## src/rtl/tod_pkg.sv

```systemverilog
package tod_pkg;

    typedef enum logic [3:0] {
        ADDR_TENTHS     = 4'd0,
        ADDR_SECONDS    = 4'd1,
        ADDR_MINUTES    = 4'd2,
        ADDR_HOURS      = 4'd3,
        ADDR_AL_TENTHS  = 4'd4,
        ADDR_AL_SECONDS = 4'd5,
        ADDR_AL_MINUTES = 4'd6,
        ADDR_AL_HOURS   = 4'd7,
        ADDR_CTRL       = 4'd8,
        ADDR_STATUS     = 4'd9
    } tod_addr_e;

    localparam int CTRL_REGION_BIT = 0;
    localparam int CTRL_IRQEN_BIT  = 1;
    localparam int HOURS_PM_BIT    = 7;
    localparam int STATUS_FLAG_BIT = 0;

endpackage

```

## src/rtl/tod_prescaler.sv

```systemverilog
module tod_prescaler #(
    parameter int DIV_SLOW = 5,
    parameter int DIV_FAST = 6
) (
    input  logic clk,
    input  logic rst_n,
    input  logic tick_i,
    input  logic run_i,
    input  logic sel_fast_i,
    input  logic clear_i,
    output logic step_o
);
    localparam int DMAX = (DIV_FAST > DIV_SLOW) ? DIV_FAST : DIV_SLOW;
    localparam int CW   = (DMAX > 1) ? $clog2(DMAX) : 1;
    localparam logic [CW-1:0] LIM_SLOW = CW'(DIV_SLOW - 1);
    localparam logic [CW-1:0] LIM_FAST = CW'(DIV_FAST - 1);

    logic [CW-1:0] cnt_d, cnt_q;
    logic [CW-1:0] limit;

    always_comb begin
        limit  = sel_fast_i ? LIM_FAST : LIM_SLOW;
        step_o = tick_i && run_i && !clear_i && (cnt_q >= limit);
        cnt_d  = cnt_q;
        if (clear_i) begin
            cnt_d = '0;
        end else if (tick_i && run_i) begin
            cnt_d = step_o ? '0 : cnt_q + 1'b1;
        end
    end

    always_ff @(posedge clk) begin
        if (!rst_n) cnt_q <= '0;
        else        cnt_q <= cnt_d;
    end

    AST_PRESC_BOUND: assert property (@(posedge clk) disable iff (!rst_n)
        cnt_q <= CW'(DMAX - 1)) else $error("prescaler out of range");
    AST_PRESC_CLEARED: assert property (@(posedge clk) disable iff (!rst_n)
        clear_i |=> cnt_q == '0) else $error("prescaler not cleared");

endmodule

```

## src/rtl/tod_field.sv

```systemverilog
module tod_field #(
    parameter int MOD = 10,
    parameter int W   = (MOD > 1) ? $clog2(MOD) : 1
) (
    input  logic         clk,
    input  logic         rst_n,
    input  logic         inc_i,
    input  logic         load_i,
    input  logic [W-1:0] load_val_i,
    output logic [W-1:0] value_o,
    output logic [W-1:0] next_o,
    output logic         carry_o
);
    localparam logic [W-1:0] TOP = W'(MOD - 1);

    logic [W-1:0] value_d, value_q;

    always_comb begin
        carry_o = inc_i && !load_i && (value_q >= TOP);
        value_d = value_q;
        if (load_i) begin
            value_d = load_val_i;
        end else if (carry_o) begin
            value_d = '0;
        end else if (inc_i) begin
            value_d = value_q + 1'b1;
        end
        next_o  = value_d;
        value_o = value_q;
    end

    always_ff @(posedge clk) begin
        if (!rst_n) value_q <= '0;
        else        value_q <= value_d;
    end

    AST_FIELD_WRAP: assert property (@(posedge clk) disable iff (!rst_n)
        carry_o |=> value_q == '0) else $error("field did not wrap");

endmodule

```

## src/rtl/tod_alarm.sv

```systemverilog
module tod_alarm #(
    parameter int VW = 21
) (
    input  logic          clk,
    input  logic          rst_n,
    input  logic          step_i,
    input  logic          en_i,
    input  logic          clr_i,
    input  logic [VW-1:0] next_time_i,
    input  logic [VW-1:0] alarm_i,
    output logic          irq_o
);
    logic flag_d, flag_q;
    logic hit;

    always_comb begin
        hit    = step_i && en_i && (next_time_i == alarm_i);
        flag_d = flag_q;
        if (clr_i) flag_d = 1'b0;
        if (hit)   flag_d = 1'b1;
        irq_o  = flag_q;
    end

    always_ff @(posedge clk) begin
        if (!rst_n) flag_q <= 1'b0;
        else        flag_q <= flag_d;
    end

    AST_IRQ_LATCHED: assert property (@(posedge clk) disable iff (!rst_n)
        (flag_q && !clr_i) |=> flag_q) else $error("flag dropped");
    AST_IRQ_MASKED: assert property (@(posedge clk) disable iff (!rst_n)
        (!flag_q && !en_i) |=> !flag_q) else $error("masked flag set");
    AST_IRQ_ON_STEP: assert property (@(posedge clk) disable iff (!rst_n)
        (!flag_q && !step_i) |=> !flag_q) else $error("flag set off step");

endmodule

```

## src/rtl/tod_clock.sv

```systemverilog
module tod_clock
    import tod_pkg::*;
#(
    parameter int DIV_SLOW   = 5,
    parameter int DIV_FAST   = 6,
    parameter int TENTHS_MOD = 10,
    parameter int SEC_MOD    = 60,
    parameter int MIN_MOD    = 60,
    parameter int HOUR_MOD   = 12
) (
    input  logic       clk,
    input  logic       rst_n,
    input  logic       tick_i,
    input  logic       wr_en_i,
    input  logic       rd_en_i,
    input  logic [3:0] addr_i,
    input  logic [7:0] wdata_i,
    output logic [7:0] rdata_o,
    output logic       irq_o
);
    localparam int TW = (TENTHS_MOD > 1) ? $clog2(TENTHS_MOD) : 1;
    localparam int SW = (SEC_MOD > 1) ? $clog2(SEC_MOD) : 1;
    localparam int MW = (MIN_MOD > 1) ? $clog2(MIN_MOD) : 1;
    localparam int HW = (HOUR_MOD > 1) ? $clog2(HOUR_MOD) : 1;
    localparam int VW = 1 + HW + MW + SW + TW;
    localparam int TN_LO = 0;
    localparam int SC_LO = TW;
    localparam int MN_LO = TW + SW;
    localparam int HR_LO = TW + SW + MW;
    localparam int PM_B  = VW - 1;

    typedef struct packed {
        logic          run;
        logic          frozen;
        logic          region;
        logic          irq_en;
        logic [VW-1:0] snap;
        logic [VW-1:0] alarm;
    } ctl_t;

    ctl_t ctl_d, ctl_q;

    logic          step, presc_clr, flag_clr;
    logic          ld_tn, ld_sc, ld_mn, ld_hr;
    logic [TW-1:0] tn_q, tn_nx;
    logic [SW-1:0] sc_q, sc_nx;
    logic [MW-1:0] mn_q, mn_nx;
    logic [HW-1:0] hr_q, hr_nx;
    logic          pm_q, pm_nx;
    logic          c_tn, c_sc, c_mn, c_hr;
    logic          unused_pm_carry;
    logic [VW-1:0] live_vec, next_vec, src_vec;

    tod_prescaler #(.DIV_SLOW(DIV_SLOW), .DIV_FAST(DIV_FAST)) u_presc (
        .clk(clk), .rst_n(rst_n), .tick_i(tick_i), .run_i(ctl_q.run),
        .sel_fast_i(ctl_q.region), .clear_i(presc_clr), .step_o(step));

    tod_field #(.MOD(TENTHS_MOD), .W(TW)) u_tenths (
        .clk(clk), .rst_n(rst_n), .inc_i(step), .load_i(ld_tn),
        .load_val_i(wdata_i[TW-1:0]), .value_o(tn_q), .next_o(tn_nx), .carry_o(c_tn));

    tod_field #(.MOD(SEC_MOD), .W(SW)) u_seconds (
        .clk(clk), .rst_n(rst_n), .inc_i(c_tn), .load_i(ld_sc),
        .load_val_i(wdata_i[SW-1:0]), .value_o(sc_q), .next_o(sc_nx), .carry_o(c_sc));

    tod_field #(.MOD(MIN_MOD), .W(MW)) u_minutes (
        .clk(clk), .rst_n(rst_n), .inc_i(c_sc), .load_i(ld_mn),
        .load_val_i(wdata_i[MW-1:0]), .value_o(mn_q), .next_o(mn_nx), .carry_o(c_mn));

    tod_field #(.MOD(HOUR_MOD), .W(HW)) u_hours (
        .clk(clk), .rst_n(rst_n), .inc_i(c_mn), .load_i(ld_hr),
        .load_val_i(wdata_i[HW-1:0]), .value_o(hr_q), .next_o(hr_nx), .carry_o(c_hr));

    tod_field #(.MOD(2), .W(1)) u_meridiem (
        .clk(clk), .rst_n(rst_n), .inc_i(c_hr), .load_i(ld_hr),
        .load_val_i(wdata_i[HOURS_PM_BIT]), .value_o(pm_q), .next_o(pm_nx),
        .carry_o(unused_pm_carry));

    assign live_vec = {pm_q, hr_q, mn_q, sc_q, tn_q};
    assign next_vec = {pm_nx, hr_nx, mn_nx, sc_nx, tn_nx};

    tod_alarm #(.VW(VW)) u_alarm (
        .clk(clk), .rst_n(rst_n), .step_i(step), .en_i(ctl_q.irq_en),
        .clr_i(flag_clr), .next_time_i(next_vec), .alarm_i(ctl_q.alarm), .irq_o(irq_o));

    // Next-state logic for control, alarm and snapshot.
    always_comb begin
        ctl_d     = ctl_q;
        ld_tn     = 1'b0;
        ld_sc     = 1'b0;
        ld_mn     = 1'b0;
        ld_hr     = 1'b0;
        presc_clr = 1'b0;
        flag_clr  = 1'b0;
        if (wr_en_i) begin
            case (addr_i)
                ADDR_TENTHS: begin
                    ld_tn     = 1'b1;
                    ctl_d.run = 1'b1;
                    presc_clr = 1'b1;
                end
                ADDR_SECONDS: ld_sc = 1'b1;
                ADDR_MINUTES: ld_mn = 1'b1;
                ADDR_HOURS: begin
                    ld_hr     = 1'b1;
                    ctl_d.run = 1'b0;
                end
                ADDR_AL_TENTHS:  ctl_d.alarm[TN_LO +: TW] = wdata_i[TW-1:0];
                ADDR_AL_SECONDS: ctl_d.alarm[SC_LO +: SW] = wdata_i[SW-1:0];
                ADDR_AL_MINUTES: ctl_d.alarm[MN_LO +: MW] = wdata_i[MW-1:0];
                ADDR_AL_HOURS: begin
                    ctl_d.alarm[HR_LO +: HW] = wdata_i[HW-1:0];
                    ctl_d.alarm[PM_B]        = wdata_i[HOURS_PM_BIT];
                end
                ADDR_CTRL: begin
                    ctl_d.region = wdata_i[CTRL_REGION_BIT];
                    ctl_d.irq_en = wdata_i[CTRL_IRQEN_BIT];
                    presc_clr    = 1'b1;
                end
                ADDR_STATUS: flag_clr = wdata_i[STATUS_FLAG_BIT];
                default: ;
            endcase
        end
        if (rd_en_i) begin
            if (addr_i == ADDR_HOURS && !ctl_q.frozen) begin
                ctl_d.snap   = live_vec;
                ctl_d.frozen = 1'b1;
            end else if (addr_i == ADDR_TENTHS) begin
                ctl_d.frozen = 1'b0;
            end
        end
    end

    always_ff @(posedge clk) begin
        if (!rst_n) begin
            ctl_q        <= '0;
            ctl_q.run    <= 1'b1;
        end else begin
            ctl_q <= ctl_d;
        end
    end

    // Read mux.
    always_comb begin
        src_vec = ctl_q.frozen ? ctl_q.snap : live_vec;
        case (addr_i)
            ADDR_TENTHS:     rdata_o = 8'(src_vec[TN_LO +: TW]);
            ADDR_SECONDS:    rdata_o = 8'(src_vec[SC_LO +: SW]);
            ADDR_MINUTES:    rdata_o = 8'(src_vec[MN_LO +: MW]);
            ADDR_HOURS:      rdata_o = {src_vec[PM_B], 7'(src_vec[HR_LO +: HW])};
            ADDR_AL_TENTHS:  rdata_o = 8'(ctl_q.alarm[TN_LO +: TW]);
            ADDR_AL_SECONDS: rdata_o = 8'(ctl_q.alarm[SC_LO +: SW]);
            ADDR_AL_MINUTES: rdata_o = 8'(ctl_q.alarm[MN_LO +: MW]);
            ADDR_AL_HOURS:   rdata_o = {ctl_q.alarm[PM_B], 7'(ctl_q.alarm[HR_LO +: HW])};
            ADDR_CTRL:       rdata_o = {6'b0, ctl_q.irq_en, ctl_q.region};
            ADDR_STATUS:     rdata_o = {7'b0, irq_o};
            default:         rdata_o = 8'h00;
        endcase
    end

    AST_HALT_HOLDS: assert property (@(posedge clk) disable iff (!rst_n)
        (!ctl_q.run && !wr_en_i) |=> $stable(live_vec)) else $error("time moved while halted");
    AST_SNAP_HOLDS: assert property (@(posedge clk) disable iff (!rst_n)
        (ctl_q.frozen && !(rd_en_i && addr_i == ADDR_TENTHS))
        |=> (ctl_q.frozen && $stable(ctl_q.snap))) else $error("snapshot disturbed");

endmodule

```

## config.mk

```make
export PLATFORM = sky130hd
export DESIGN_NAME = tod_clock
export DESIGN_NICKNAME = d
export VERILOG_FILES = /design/src/rtl/tod_pkg.sv /design/src/rtl/tod_prescaler.sv /design/src/rtl/tod_field.sv /design/src/rtl/tod_alarm.sv /design/src/rtl/tod_clock.sv
export SDC_FILE = /design/constraint.sdc
export NUM_CORES = 1
export LEC_CHECK = 0
export BUFFER_PORTS_ARGS = -buffer_cell sky130_fd_sc_hd__buf_4
export CAP_MARGIN = 10
export CORE_MARGIN = 2
export CORE_UTILIZATION = 45
export CTS_BUF_LIST = sky130_fd_sc_hd__clkbuf_8
export CTS_CLUSTER_DIAMETER = 80
export DETAILED_ROUTE_END_ITERATION = 7
export GPL_TIMING_DRIVEN = 0
export PLACE_DENSITY = 0.67
export SYNTH_ARGS = -nofsm -noshare
export SYNTH_HDL_FRONTEND = slang
export SYNTH_SLANG_ARGS = --single-unit
export TNS_END_PERCENT = 1
```

## constraint.sdc

```tcl
create_clock -name clk -period 3.8 [get_ports clk]
set_input_delay 0.38 -clock clk [delete_from_list [all_inputs] [get_ports clk]]
set_output_delay 0.38 -clock clk [all_outputs]
set_load 0.01 [all_outputs]
```

* Yosys cells after proc, flatten, opt, wreduce, memory -nomap -nowiden
Index checks and enable logic that the tools add are counted.
** Storage, ports and cells
- Register bits :: 71
- Latch bits :: 0
- RAM bits :: 0
- Bits in read-only memories :: 0
- Input port bits :: 17
- Output and inout bits :: 9
- Logic and storage cells :: 111
- Memories kept :: 0
** Cells by class
- $add $sub $neg :: 6
- $mul :: 0
- Div/mod/pow operators :: 0
- Magnitude comparators :: 6
- Equal/unequal tests :: 10
- Shift operators :: 0
- Muxes and demuxes :: 36
- Bitwise gates (word level) :: 1
- Reduce and logical (&&, ||, !) cells :: 36
** Operators by type and width (number)
- 8-bit case mux with 10 select lines :: 1
- 6-bit two-way mux :: 6
- 4-bit two-way mux :: 6
- 21-bit == test :: 1
- 21-bit two-way mux :: 1
- 1-bit two-way mux :: 20
- 4-bit by 3-bit == test with 1-bit output, second input constant :: 4
- 1-bit logical AND :: 16
- 2-bit AND reduction :: 8
- 6-bit by 1-bit adder with 6-bit output, second input constant :: 2
- 6-bit >= comparator, second input constant :: 2
- 4-bit by 1-bit adder with 4-bit output, second input constant :: 2
- 4-bit by 2-bit == test with 1-bit output, second input constant :: 2
- 4-bit == test, second input constant :: 2
- 4-bit >= comparator, second input constant :: 2
- 1-bit zero test :: 6
- 2-bit nonzero test :: 3
- 4-bit by 1-bit == test with 1-bit output, second input constant :: 1
- 4-bit zero test :: 1
- 2-bit OR reduction :: 2
- 3-bit by 1-bit adder with 3-bit output, second input constant :: 1
- 3-bit >= comparator :: 1
- 3-bit two-way mux :: 1
- 1-bit case mux with 2 select lines :: 1
- other kinds (3) :: 3

* Logic depth before layout (Yosys ltp)
Gate-level depths: netlist (run 1).
- Word-level depth :: 22
- Mapped depth :: 12

* Hierarchy
A second synthesis (run 1) with hierarchy kept.
** Unflattened totals
- Cells, all modules :: 478
- Area, all modules :: 4556.9 sq um
** By module, submodules not included
- tod_clock :: times used 1, cells each 250, area an instance 2483.6 sq um
- tod_field at u_minutes ... :: times used 2, cells each 51, area an instance 451.7 sq um
- tod_field at u_tenths :: times used 1, cells each 37, area an instance 346.6 sq um
- tod_field at u_hours :: times used 1, cells each 30, area an instance 291.5 sq um
- tod_alarm :: times used 1, cells each 32, area an instance 265.3 sq um
- tod_prescaler :: times used 1, cells each 20, area an instance 206.4 sq um
- tod_field at u_meridiem :: times used 1, cells each 7, area an instance 60.1 sq um

* Worst setup path after synthesis (run 1)
OpenSTA, ideal clock, no wires.
- Kind :: reg2reg
- From :: register u_tenths.value_q[1], in the netlist u_tenths.value_o[1]
- To :: register u_alarm.flag_q, in the netlist u_alarm.irq_o
- Data arrival time :: 2.538 ns
- Required time :: 3.731 ns
- Setup slack :: 1.193 ns
- Stages on the path, launching flop included :: 13
- Buffers on the path :: 2
- Period minus slack after synthesis :: 2.607 ns
- Path through :: dfxtp_1 -> inv_1 -> ha_1 -> or3b_2 -> clkbuf_1 -> and2_0 -> clkbuf_1 -> nor4b_1 -> a221oi_2 -> xnor2_1 -> a2111oi_2 -> nand4_1 -> o21ai_1
** Between the ends
- Word-level cells in the longest chain between the ends :: 15
- Elaborated cells on any way between the ends :: 30
- Those cells by class :: add/sub (1); order compare (1); eq/ne (1); mux (16); reduce/logical (11)
** RTL lines
- from (decl) :: RTL line tod_field.sv:16 : logic [W-1:0] value_d, value_q;
- from (signal assigned) :: RTL line tod_field.sv:34 : else value_q <= value_d;
- 4-bit >= comparator :: RTL line tod_field.sv:19 : carry_o = inc_i && !load_i && (value_q >= TOP);
- 1-bit logical AND (9 in series) :: RTL line tod_field.sv:19
- 1-bit two-way mux :: RTL line tod_field.sv:23 : end else if (carry_o) begin
- 1-bit two-way mux :: RTL line tod_field.sv:21 : if (load_i) begin
- 21-bit == test * :: RTL line tod_alarm.sv:17 : hit = step_i && en_i && (next_time_i == alarm_i);
- 1-bit logical AND * :: RTL line tod_alarm.sv:17
- 1-bit two-way mux / 2-bit nonzero test (equally long branches)
- to (signal assigned) :: RTL line tod_alarm.sv:26 : else flag_q <= flag_d;
- to (decl) :: RTL line tod_alarm.sv:13 : logic flag_d, flag_q;
Mark *: on every way between the ends. The rest lies on a longest branch, timed or not.
A chain may end at the register's enable or synchronous reset.

* Worst setup path in the final report (run 1)
- From :: register u_seconds.value_q[0], in the netlist u_seconds.value_o[0]
- To :: register u_alarm.flag_q, in the netlist u_alarm.irq_o
** Between the ends
- Word-level cells in the longest chain between the ends :: 13
- Elaborated cells on any way between the ends :: 25
- Those cells by class :: add/sub (1); order compare (1); eq/ne (1); mux (13); reduce/logical (9)
** RTL lines (RTL line)
- from (decl) :: tod_field.sv:16
- from (signal assigned) :: tod_field.sv:34
- 6-bit >= comparator :: tod_field.sv:19
- 1-bit logical AND (7 in series) :: tod_field.sv:19
- 1-bit two-way mux :: tod_field.sv:23
- 1-bit two-way mux :: tod_field.sv:21
- 21-bit == test * :: tod_alarm.sv:17
- 1-bit logical AND * :: tod_alarm.sv:17
- 1-bit two-way mux / 2-bit nonzero test (equally long branches)
Marked as above.

==> results.sh, run 1 <==
export IMPL_grtUsageTotal_pct=31.0
export IMPL_tritoncts="done"
export IMPL_cts_buffers_inserted=9
export IMPL_drt_pass1_iterations=6
export IMPL_synth_cells=613
export IMPL_async_reset_ff_share_pct=0
export IMPL_area_growth_pct=10.6
export IMPL_die_area_um2=11300
export IMPL_grt_pass1_vias=4741
export IMPL_yosys_register_bits=71
export IMPL_multi_input_area_um2=3040
export IMPL_cp_end_kind="flop"
export IMPL_grt_max_degree=12
export IMPL_synth_seq_area_share_pct=30.1
export IMPL_status="completed"
export IMPL_die_x_um=106
export IMPL_synth_edf_count=0
export IMPL_ys_flop_type="dfxtp_1"
export IMPL_grt_antenna_before_repair=0
export IMPL_cp_start_kind="flop"
export IMPL_post_place_ws_ns=0.554
export IMPL_p_per_area_nw_per_um2=305
export IMPL_post_dp_hpwl_um=12900
export IMPL_wl_um=17200
export IMPL_h_tree_depth=3
export IMPL_hold_class="in2reg"
export IMPL_synth_distinct_cells=76
export IMPL_drc=0
export IMPL_crit_path_cell_trace="ha_1, o2111ai_2, nor4_2, nand2_2, o31a_1, a2111oi_2, nand4_1, o21ai_1"
export IMPL_seqPwrFrac_pct=48.3
export IMPL_irDropWorstVdd_mv=0.134
export IMPL_die_h_um=106
export IMPL_drv_slew=0
export IMPL_path_clk_slew_ns=0.07
export IMPL_rows=37
export IMPL_syn_area_per_cell_um2=7.71
export IMPL_diodes=0
export IMPL_fin_crit_ns=3.43
export IMPL_regArea_um2=1420
export IMPL_clock_sinks=71
export IMPL_cts_path_max_buffers=2
export IMPL_syn_nets=638
export IMPL_power_total_mw=1.59
export IMPL_combPwrFrac_pct=12.3
export IMPL_design_area_um2=5230
export IMPL_synth_most_common_cell="nand2_1"
export IMPL_rsz0062_at_grt="no"
export IMPL_fill_cells=1067
export IMPL_clock_power_share_pct=39.4
export IMPL_power_internal_mw=1.15
export IMPL_synth_top_area_share_pct=30.1
export IMPL_placed_area_um2=5030
export IMPL_synth_area_um2=4730
export IMPL_grt_pass1_wl_um=26600
export IMPL_numPortBuffers=18
export IMPL_ys_warn_count=0
export IMPL_clock_skew_ns=0.00636
export IMPL_clock_latency_ns=0.37
export IMPL_nets=667
export IMPL_max_stage_delay_ns=0.80
export IMPL_vias_per_cell=6.48
export IMPL_drt_initial_drc_count=672
export IMPL_cts_resized_gates=0
export IMPL_io_pins=26
export IMPL_max_slew_margin_pct=36.3
export IMPL_hold_viol=0
export IMPL_switching_share_pct=27.8
export IMPL_antenna_left=0
export IMPL_grt_overflow=0
export IMPL_max_cap_viol_count=0
export IMPL_ctsHoldBuffers=0
export IMPL_p_leak_nw=1.82
export IMPL_synth_largest_area_cell="dfxtp_1"
export IMPL_post_cts_setup_buffer_count=0
export IMPL_drive_above_1_share_pct=10.8
export IMPL_coreArea_um2=10300
export IMPL_netSwitchingPower_uw=443
export IMPL_arrival_ns=3.73
export IMPL_worst_pin_slew_ns=0.947
export IMPL_finalCritPeriodShare_pct=90.3
export IMPL_gp_congestion=0.967
export IMPL_worst_setup_path_type="reg2reg"
export IMPL_fin_ws_ns=0.369
export IMPL_synth_common_cells="83 x nand2_1, 71 x dfxtp_1, 64 x nor2_1"
export IMPL_fmax_ghz=0.291
export IMPL_root_buffer="clkbuf_8"
export IMPL_avgRoutedWirePerCell_um=21.9
export IMPL_initial_core_util_pct=46.0
export IMPL_yosys_top_cells_area="dfxtp_1 30%, nand2_1 6.6%, a21oi_1 5.6%, nor2_1 5.1%, mux2i_1 4.0%"
export IMPL_routed_via_count=5065
export IMPL_cp_slowest_cell="nor4_2"
export IMPL_setup_viol=0
export IMPL_worstPathMaxFanout=9
export IMPL_critPathRequiredTime_ns=4.10
export IMPL_tns_ns=0
==> path summary, 6_finish.rpt <==
kind	start	end	slack (ns)	depth (start not counted)
setup / recovery	u_seconds.value_o[0]$_SDFF_PN0_	u_alarm.irq_o$_SDFFE_PN0P_	0.37	8
setup reg to reg	u_seconds.value_o[0]$_SDFF_PN0_	u_alarm.irq_o$_SDFFE_PN0P_	0.37	8
hold / removal	wdata_i[7]	ctl_q[20]$_SDFFE_PN0P_	0.30	3
hold reg to reg	ctl_q[25]$_SDFFE_PN0P_	ctl_q[25]$_SDFFE_PN0P_	0.46	2
==> cell usage in the layout, fill, tap and decap left out, drive strengths merged, types with 3 or more instances in the layout <==
cell	netlist	layout
nand2	84	84
dfxtp	71	71
nor2	64	64
a21oi	53	53
clkbuf	34	45
buf	11	29
nand3	28	28
o21ai	22	22
mux2i	19	19
inv	18	19
a211oi	16	16
nand4	15	15
xnor2	13	13
nor3	12	12
and3	11	11
a31oi	9	9
o22ai	8	8
ha	8	8
a221oi	8	8
xor2	7	7
o211ai	7	7
nor4	7	7
a22oi	6	6
and2	6	6
mux4	5	5
mux2	5	5
o31ai	5	5
a311oi	5	5
o2111ai	5	5
a222oi	4	4
nor3b	4	4
nor4b	4	4
nand2b	3	3
nor2b	3	3
o31a	3	3
a41oi	3	3
or3b	3	3
==> kinds of logic after synthesis <==
family                     Yosys count  synth area share [%]
buffers and inverters               64                  5.61
xor gates and xnor gates            20                  3.71
AOI/OAI and AO/OA                  167                  24.6
DFF                                 71                  30.1
adders and majority gates            8                  2.12
muxes                               29                  7.60
other                                1                0.0794
and+or+nand+nor                    253                  26.2
==> state kept, by name, summed over array words and instances, names as in the netlist <==
register,cells
u_seconds.value_o,6
u_alarm.irq_o,1
u_meridiem.value_o,1
ctl_q,46
u_tenths.value_o,4
u_hours.value_o,4
u_minutes.value_o,6
u_presc.cnt_q,3
==> power by group through the flow <==
stage	registers, mW	clock network (mW)	logic (mW)
floorplan	0.780	0	0.126
global placement	0.786	0	0.187
detailed placement	0.787	0	0.189
CTS	0.769	0.633	0.190
global route	0.771	0.659	0.212
finish	0.770	0.629	0.196
==> layout make-up <==
cell class / count / share of cell area (%)
Multi-Input combinational cell: 478 / 58.1
Timing Repair Buffer: 18 / 2.58
Tap cell: 136 / 3.25
Inverter: 19 / 1.36
Clock inverter: 4 / 0.885
Buffer: 45 / 3.71
Clock buffer: 11 / 2.90
Sequential cell: 71 / 27.2
==> metal layers <==
layer	vias up	wire length, um	track usage (%)
met4	0	745	14.7
met5	-	0	0
met3	47	1670	6.01
met2	302	7700	49.5
li1	2320	-	-
met1	2396	7050	40.4
==> metrics by stage <==
| step | hold slack, ns | utilization, % | instances |
|---|---|---|---|
| after CTS | 0.298 | 50.9 | 782 |
| after global routing | 0.342 | 50.9 | 782 |
| after global placement | 0.440 | 49.0 | 767 |
| final | 0.300 | 50.9 | 782 |
| after floorplan | 0.433 | - | 613 |
| after detailed placement | 0.447 | 49.0 | 767 |
==> worst max-delay path: cells and delay by family (launching register included) <==
kind                     cells  cell delay (ns)
AO/OA/AOI/OAI                4             1.21
flip-flops                   1             0.52
AND/OR/NAND/NOR              3             1.30
adder cells (fa/ha/maj)      1             0.32
(Power assumes the default switching activity.)
==> run 2, diff against run 1 <==
- SYNTH_HIERARCHICAL: default -> 1
==> results.sh, run 2 <==
export IMPL_critPathCapture="u_alarm/irq_o$_SDFFE_PN0P_"
export IMPL_setup_viol=1
export IMPL_die_x_um=105
export IMPL_max_slew_margin_pct=61.3
export IMPL_post_place_ws_ns=-2.17
export IMPL_synth_cells=476
export IMPL_finalCritPeriodShare_pct=100
export IMPL_nets=549
export IMPL_worst_setup_path_type="in2reg"
export IMPL_io_pins=26
export IMPL_fin_ws_ns=-0.00842
export IMPL_violations="setup timing"
export IMPL_ctsHoldBuffers=0
export IMPL_layout_common_cells="70 x dfxtp_1, 57 x mux2i_1, 54 x nor2b_1"
export IMPL_fill_cells=946
export IMPL_drt_initial_drc_count=273
export IMPL_wl_um=13300
export IMPL_critPathRequiredTime_ns=4.09
export IMPL_grt_max_degree=18
export IMPL_irDropWorstVdd_mv=0.195
export IMPL_grt_overflow=0
export IMPL_grt_antenna_before_repair=0
export IMPL_synth_area_um2=4550
export IMPL_die_area_um2=10900
export IMPL_numPortBuffers=21
export IMPL_p_leak_nw=1.96
export IMPL_tritoncts="done"
export IMPL_max_cap_viol_count=0
export IMPL_rows=36
export IMPL_dp_cells=630
export IMPL_cp_end_kind="flop"
export IMPL_crit_start="addr_i[2]"
export IMPL_cts_buffers_inserted=9
export IMPL_gp_congestion=0.947
export IMPL_routed_via_count=3839
export IMPL_diodes=0
export IMPL_p_per_area_nw_per_um2=307
export IMPL_initial_core_util_pct=46.5
export IMPL_grtUsageTotal_pct=25.0
export IMPL_worst_pin_slew_ns=0.581
export IMPL_drv_slew=0
export IMPL_cp_start_kind="input port"
export IMPL_reg2reg_depth=19
export IMPL_fin_crit_ns=3.81
export IMPL_fin_cells=662
export IMPL_clock_skew_ns=0.0103
export IMPL_worstPathMaxFanout=8
export IMPL_timing_hold_ws_ns=0.306
export IMPL_cts_path_max_buffers=2
export IMPL_ys_warn_count=6
export IMPL_antenna_left=0
export IMPL_path_clk_slew_ns=0.08
export IMPL_syn_nets=501
export IMPL_drt_pass1_iterations=5
export IMPL_grt_pass1_vias=3776
export IMPL_drive_above_1_share_pct=23.3
export IMPL_status="finished, violations left"
export IMPL_final_common_cell="dfxtp_1"
export IMPL_area_growth_pct=17.7
export IMPL_largest_register="ctl_q"
export IMPL_rsz0062_at_grt="yes"
export IMPL_fmax_ghz=0.263
export IMPL_tns_ns=-0.00842
export IMPL_clock_sinks=71
export IMPL_hold_class="in2reg"
export IMPL_clock_latency_ns=0.36
export IMPL_r2r_start="u_presc/cnt_q[0]$_SDFFE_PP0N_"
export IMPL_post_dp_hpwl_um=9220
export IMPL_h_tree_depth=3
export IMPL_root_buffer="clkbuf_8"
export IMPL_arrival_ns=4.10
export IMPL_syn_area_per_cell_um2=9.56
export IMPL_grt_pass1_wl_um=21200
export IMPL_coreArea_um2=9770
export IMPL_die_h_um=105
export IMPL_vias_per_cell=5.80
export IMPL_reg2reg_to="u_alarm/irq_o$_SDFFE_PN0P_"
export IMPL_hold_viol=0
export IMPL_drc=0
export IMPL_avgRoutedWirePerCell_um=20.1
export IMPL_reg2reg_slack_ns=0
export IMPL_largest_reg_flops=46
[run 2: cell types whose count changed in the layout (fill, tap and decap cells not counted), sizes merged, moves of 11 or more]
cell    change
nand2      -59
nor2b      +52
nor2       -48
a21oi      -40
mux2i      +38
buf        +33
clkbuf     -27
o21ai      -15
a211oi     -11
[run 2: area by class of cell]
| class | count | area [um2] | share of cell area (%) |
|---|---|---|---|
| Buffer | 29 | 218 | 4.07 |
| Clock buffer | 11 | 151 | 2.83 |
| Clock inverter | 5 | 72.6 | 1.36 |
| Inverter | 18 | 67.6 | 1.26 |
| Multi-Input combinational cell | 355 | 2940 | 54.8 |
| Sequential cell | 71 | 1420 | 26.6 |
| Tap cell | 133 | 166 | 3.11 |
| Timing Repair Buffer | 40 | 319 | 5.96 |
[run 2: stage by stage]
stage	power, mW	utilization, %	area, um2
final	1.64	54.8	5350
after global routing	1.70	54.8	5350
after CTS	1.65	54.5	5330
after detailed placement	0.958	50.5	4930
after global placement	0.956	50.5	4930
after floorplan	0.894	-	4610
[run 2: worst min path at each step]
stage,startpoint,end,slack (ns),cells after the start
3_3_place_gp,u_presc/cnt_q[2]$_SDFFE_PP0N_,u_presc/cnt_q[2]$_SDFFE_PP0N_,0.48,2
5_1_grt,wdata_i[7],ctl_q[20]$_SDFFE_PN0P_,0.33,3
3_5_place_dp,u_presc/cnt_q[2]$_SDFFE_PP0N_,u_presc/cnt_q[2]$_SDFFE_PP0N_,0.49,2
6_report,wdata_i[7],ctl_q[20]$_SDFFE_PN0P_,0.31,3
4_1_cts,wdata_i[7],ctl_q[20]$_SDFFE_PN0P_,0.30,3
2_1_floorplan,u_presc/cnt_q[2]$_SDFFE_PP0N_,u_presc/cnt_q[2]$_SDFFE_PP0N_,0.46,2
[run 2: power breakdown]
part	internal (mW)	leakage (nW)	switching, mW	total [mW]
sequential	0.753	0.573	0.0125	0.766
combinational	0.0782	1.26	0.110	0.188
clock	0.400	0.122	0.287	0.687
total	1.23	1.96	0.410	1.64
[run 2: routing by layer]
metal	up-vias	wire, um	GRT usage [%]
li1	1823	-	-
met1	1856	6020	33.4
met2	127	6130	39.6
met3	33	736	5.05
met4	0	414	10.0
met5	-	0	0
[run 2: what timing repair did]
action                     CTS  global route
gates resized for setup     13             5
pin swaps                   11             1
setup buffers               19             0
setup endpoints to repair   10             1
[run 2: worst max-delay path, cell delays in order]
cell,delay (ns)
buf_6,0.12
nor2_4,0.08
nand2_2,0.12
nor3_4,0.08
or2_4,0.27
nor4b_4,0.35
o311a_1,0.23
buf_6,0.12
nand3_4,0.08
nor4_4,0.25
buf_6,0.16
nand3_4,0.08
nor4_4,0.23
buf_4,0.20
nand4_1,0.14
mux2_4,0.36
a211oi_4,0.20
xnor2_1,0.16
nand4_1,0.12
nor4_1,0.21
a32o_1,0.17
==> run 3, diff against run 2 <==
- CTS_BUF_LIST: sky130_fd_sc_hd__clkbuf_8 -> default
- CTS_CLUSTER_SIZE: default -> 10
==> results.sh, run 3 (synthesis results as in run 2) <==
export IMPL_drt_pass1_iterations=5
export IMPL_timing_hold_ws_ns=0.306
export IMPL_p_per_area_nw_per_um2=308
export IMPL_largest_register="ctl_q"
export IMPL_worst_pin_slew_ns=0.565
export IMPL_clock_sinks=71
export IMPL_wl_um=13300
export IMPL_die_area_um2=10900
export IMPL_setup_viol=1
export IMPL_final_common_cell="dfxtp_1"
export IMPL_antenna_left=0
export IMPL_fin_ws_ns=-0.00610
export IMPL_status="finished, violations left"
export IMPL_fmax_ghz=0.263
export IMPL_area_growth_pct=17.7
export IMPL_worstPathMaxFanout=8
export IMPL_cts_buffers_inserted=9
export IMPL_clock_skew_ns=0.00999
export IMPL_path_clk_slew_ns=0.08
export IMPL_drc=0
export IMPL_rsz0062_at_grt="yes"
export IMPL_cp_end_kind="flop"
export IMPL_grt_pass1_wl_um=21200
export IMPL_placed_area_um2=4930
export IMPL_diodes=0
export IMPL_ctsHoldBuffers=0
export IMPL_routed_via_count=3835
export IMPL_die_h_um=105
export IMPL_fin_crit_ns=3.81
export IMPL_power_internal_mw=1.24
export IMPL_seqPwrFrac_pct=46.5
export IMPL_hold_class="in2reg"
export IMPL_clock_latency_ns=0.36
export IMPL_largest_reg_flops=46
export IMPL_top_layer_used="met4"
export IMPL_vias_per_cell=5.79
export IMPL_root_buffer="clkbuf_8"
export IMPL_design_area_um2=5350
export IMPL_wl_met2_um=6110
export IMPL_grt_overflow=0
export IMPL_grtUsageTotal_pct=25.0
export IMPL_p_leak_nw=1.95
export IMPL_arrival_ns=4.10
export IMPL_initial_core_util_pct=46.5
export IMPL_numPortBuffers=21
export IMPL_io_pins=26
export IMPL_nets=549
export IMPL_worst_setup_path_type="in2reg"
export IMPL_combPwrFrac_pct=11.4
export IMPL_cp_start_kind="input port"
export IMPL_switching_share_pct=24.9
export IMPL_h_tree_depth=3
export IMPL_grt_antenna_before_repair=0
export IMPL_gp_congestion=0.947
export IMPL_tritoncts="done"
export IMPL_reg2reg_slack_ns=0
export IMPL_drv_slew=0
export IMPL_hold_viol=0
export IMPL_final_util_pct=54.8
export IMPL_rows=36
export IMPL_violations="setup timing"
export IMPL_clock_power_share_pct=42.1
export IMPL_critPathRequiredTime_ns=4.09
export IMPL_tns_ns=-0.00610
export IMPL_drt_initial_drc_count=273
export IMPL_dr_wl_met3_um=760
export IMPL_grt_max_degree=18
export IMPL_coreArea_um2=9770
export IMPL_wl_met1_um=5990
export IMPL_layout_common_cells="70 x dfxtp_1, 57 x mux2i_1, 54 x nor2b_1"
export IMPL_power_total_mw=1.65
export IMPL_irDropWorstVdd_mv=0.195
export IMPL_avgRoutedWirePerCell_um=20.1
export IMPL_post_dp_hpwl_um=9220
export IMPL_max_cap_viol_count=0
export IMPL_netSwitchingPower_uw=410
export IMPL_die_x_um=105
export IMPL_max_slew_margin_pct=62.3
export IMPL_drive_above_1_share_pct=23.3
export IMPL_finalCritPeriodShare_pct=100
export IMPL_grt_pass1_vias=3776
export IMPL_cts_path_max_buffers=2
run 3: changes by cell type in the layout (fill, tap and decap cells not counted):
cell      previous run  this run
inv_1               19        17
clkbuf_1             7         9
run 3: worst max-delay path, cell delays in order:
cell and delay [ns]:
buf_6 0.12, nor2_4 0.08, nand2_2 0.12, nor3_4 0.07, or2_4 0.27, nor4b_4 0.35, o311a_1 0.23, buf_6 0.12
nand3_4 0.08, nor4_4 0.25, buf_6 0.16, nand3_4 0.08, nor4_4 0.23, buf_4 0.20, nand4_1 0.14, mux2_4 0.36
a211oi_4 0.20, xnor2_1 0.16, nand4_1 0.12, nor4_1 0.21, a32o_1 0.17
run 3: what timing repair did:
action | CTS | global route
pin swaps | 11 | 1
setup buffers | 19 | 0
resized for setup | 13 | 5
setup endpoints to repair | 10 | 1
run 3: final timing paths:
| path | startpoint | end | depth (start not counted) |
|---|---|---|---|
| worst max-delay path | addr_i[2] | u_alarm/irq_o$_SDFFE_PN0P_ | 21 |
| worst min-delay path | wdata_i[7] | ctl_q[20]$_SDFFE_PN0P_ | 3 |
| worst max register to register | u_presc/cnt_q[0]$_SDFFE_PP0N_ | u_alarm/irq_o$_SDFFE_PN0P_ | 19 |
| worst min register to register | u_presc/cnt_q[1]$_SDFFE_PP0N_ | u_presc/cnt_q[1]$_SDFFE_PP0N_ | 2 |
run 3: cell type report:
cell class                 instances  area [um2]
buffer                            29         218
clock buffer                      13         159
clock inverter                     3        65.1
fill                             946        4420
inverter                          18        67.6
multi-input combinational        355        2940
sequential                        71        1420
tap                              133         166
timing repair buffer              40         319
run 3: power by group through the flow:
| stage | Combinational [mW] | Sequential [mW] | Clock, mW |
|---|---|---|---|
| final | 0.188 | 0.766 | 0.693 |
| after detailed placement | 0.175 | 0.783 | 0 |
| after CTS | 0.183 | 0.765 | 0.705 |
| after global routing | 0.200 | 0.767 | 0.734 |
| after global placement | 0.174 | 0.782 | 0 |
| after floorplan | 0.114 | 0.779 | 0 |
run 3: per-layer routing:
metal  vias to the layer above  track usage (%)
met5                         -                0
met4                         0             10.0
met3                        36             5.05
met2                       131             39.6
met1                      1844             33.4
li1                       1824                -
run 3: per-stage QoR:
stage          worst slack, ns  std cells
2_1_floorplan            -1.11        476
3_3_place_gp             -2.11        630
3_5_place_dp             -2.17        630
4_1_cts                0.00475        662
5_1_grt                 -0.220        662
6_report              -0.00610        662
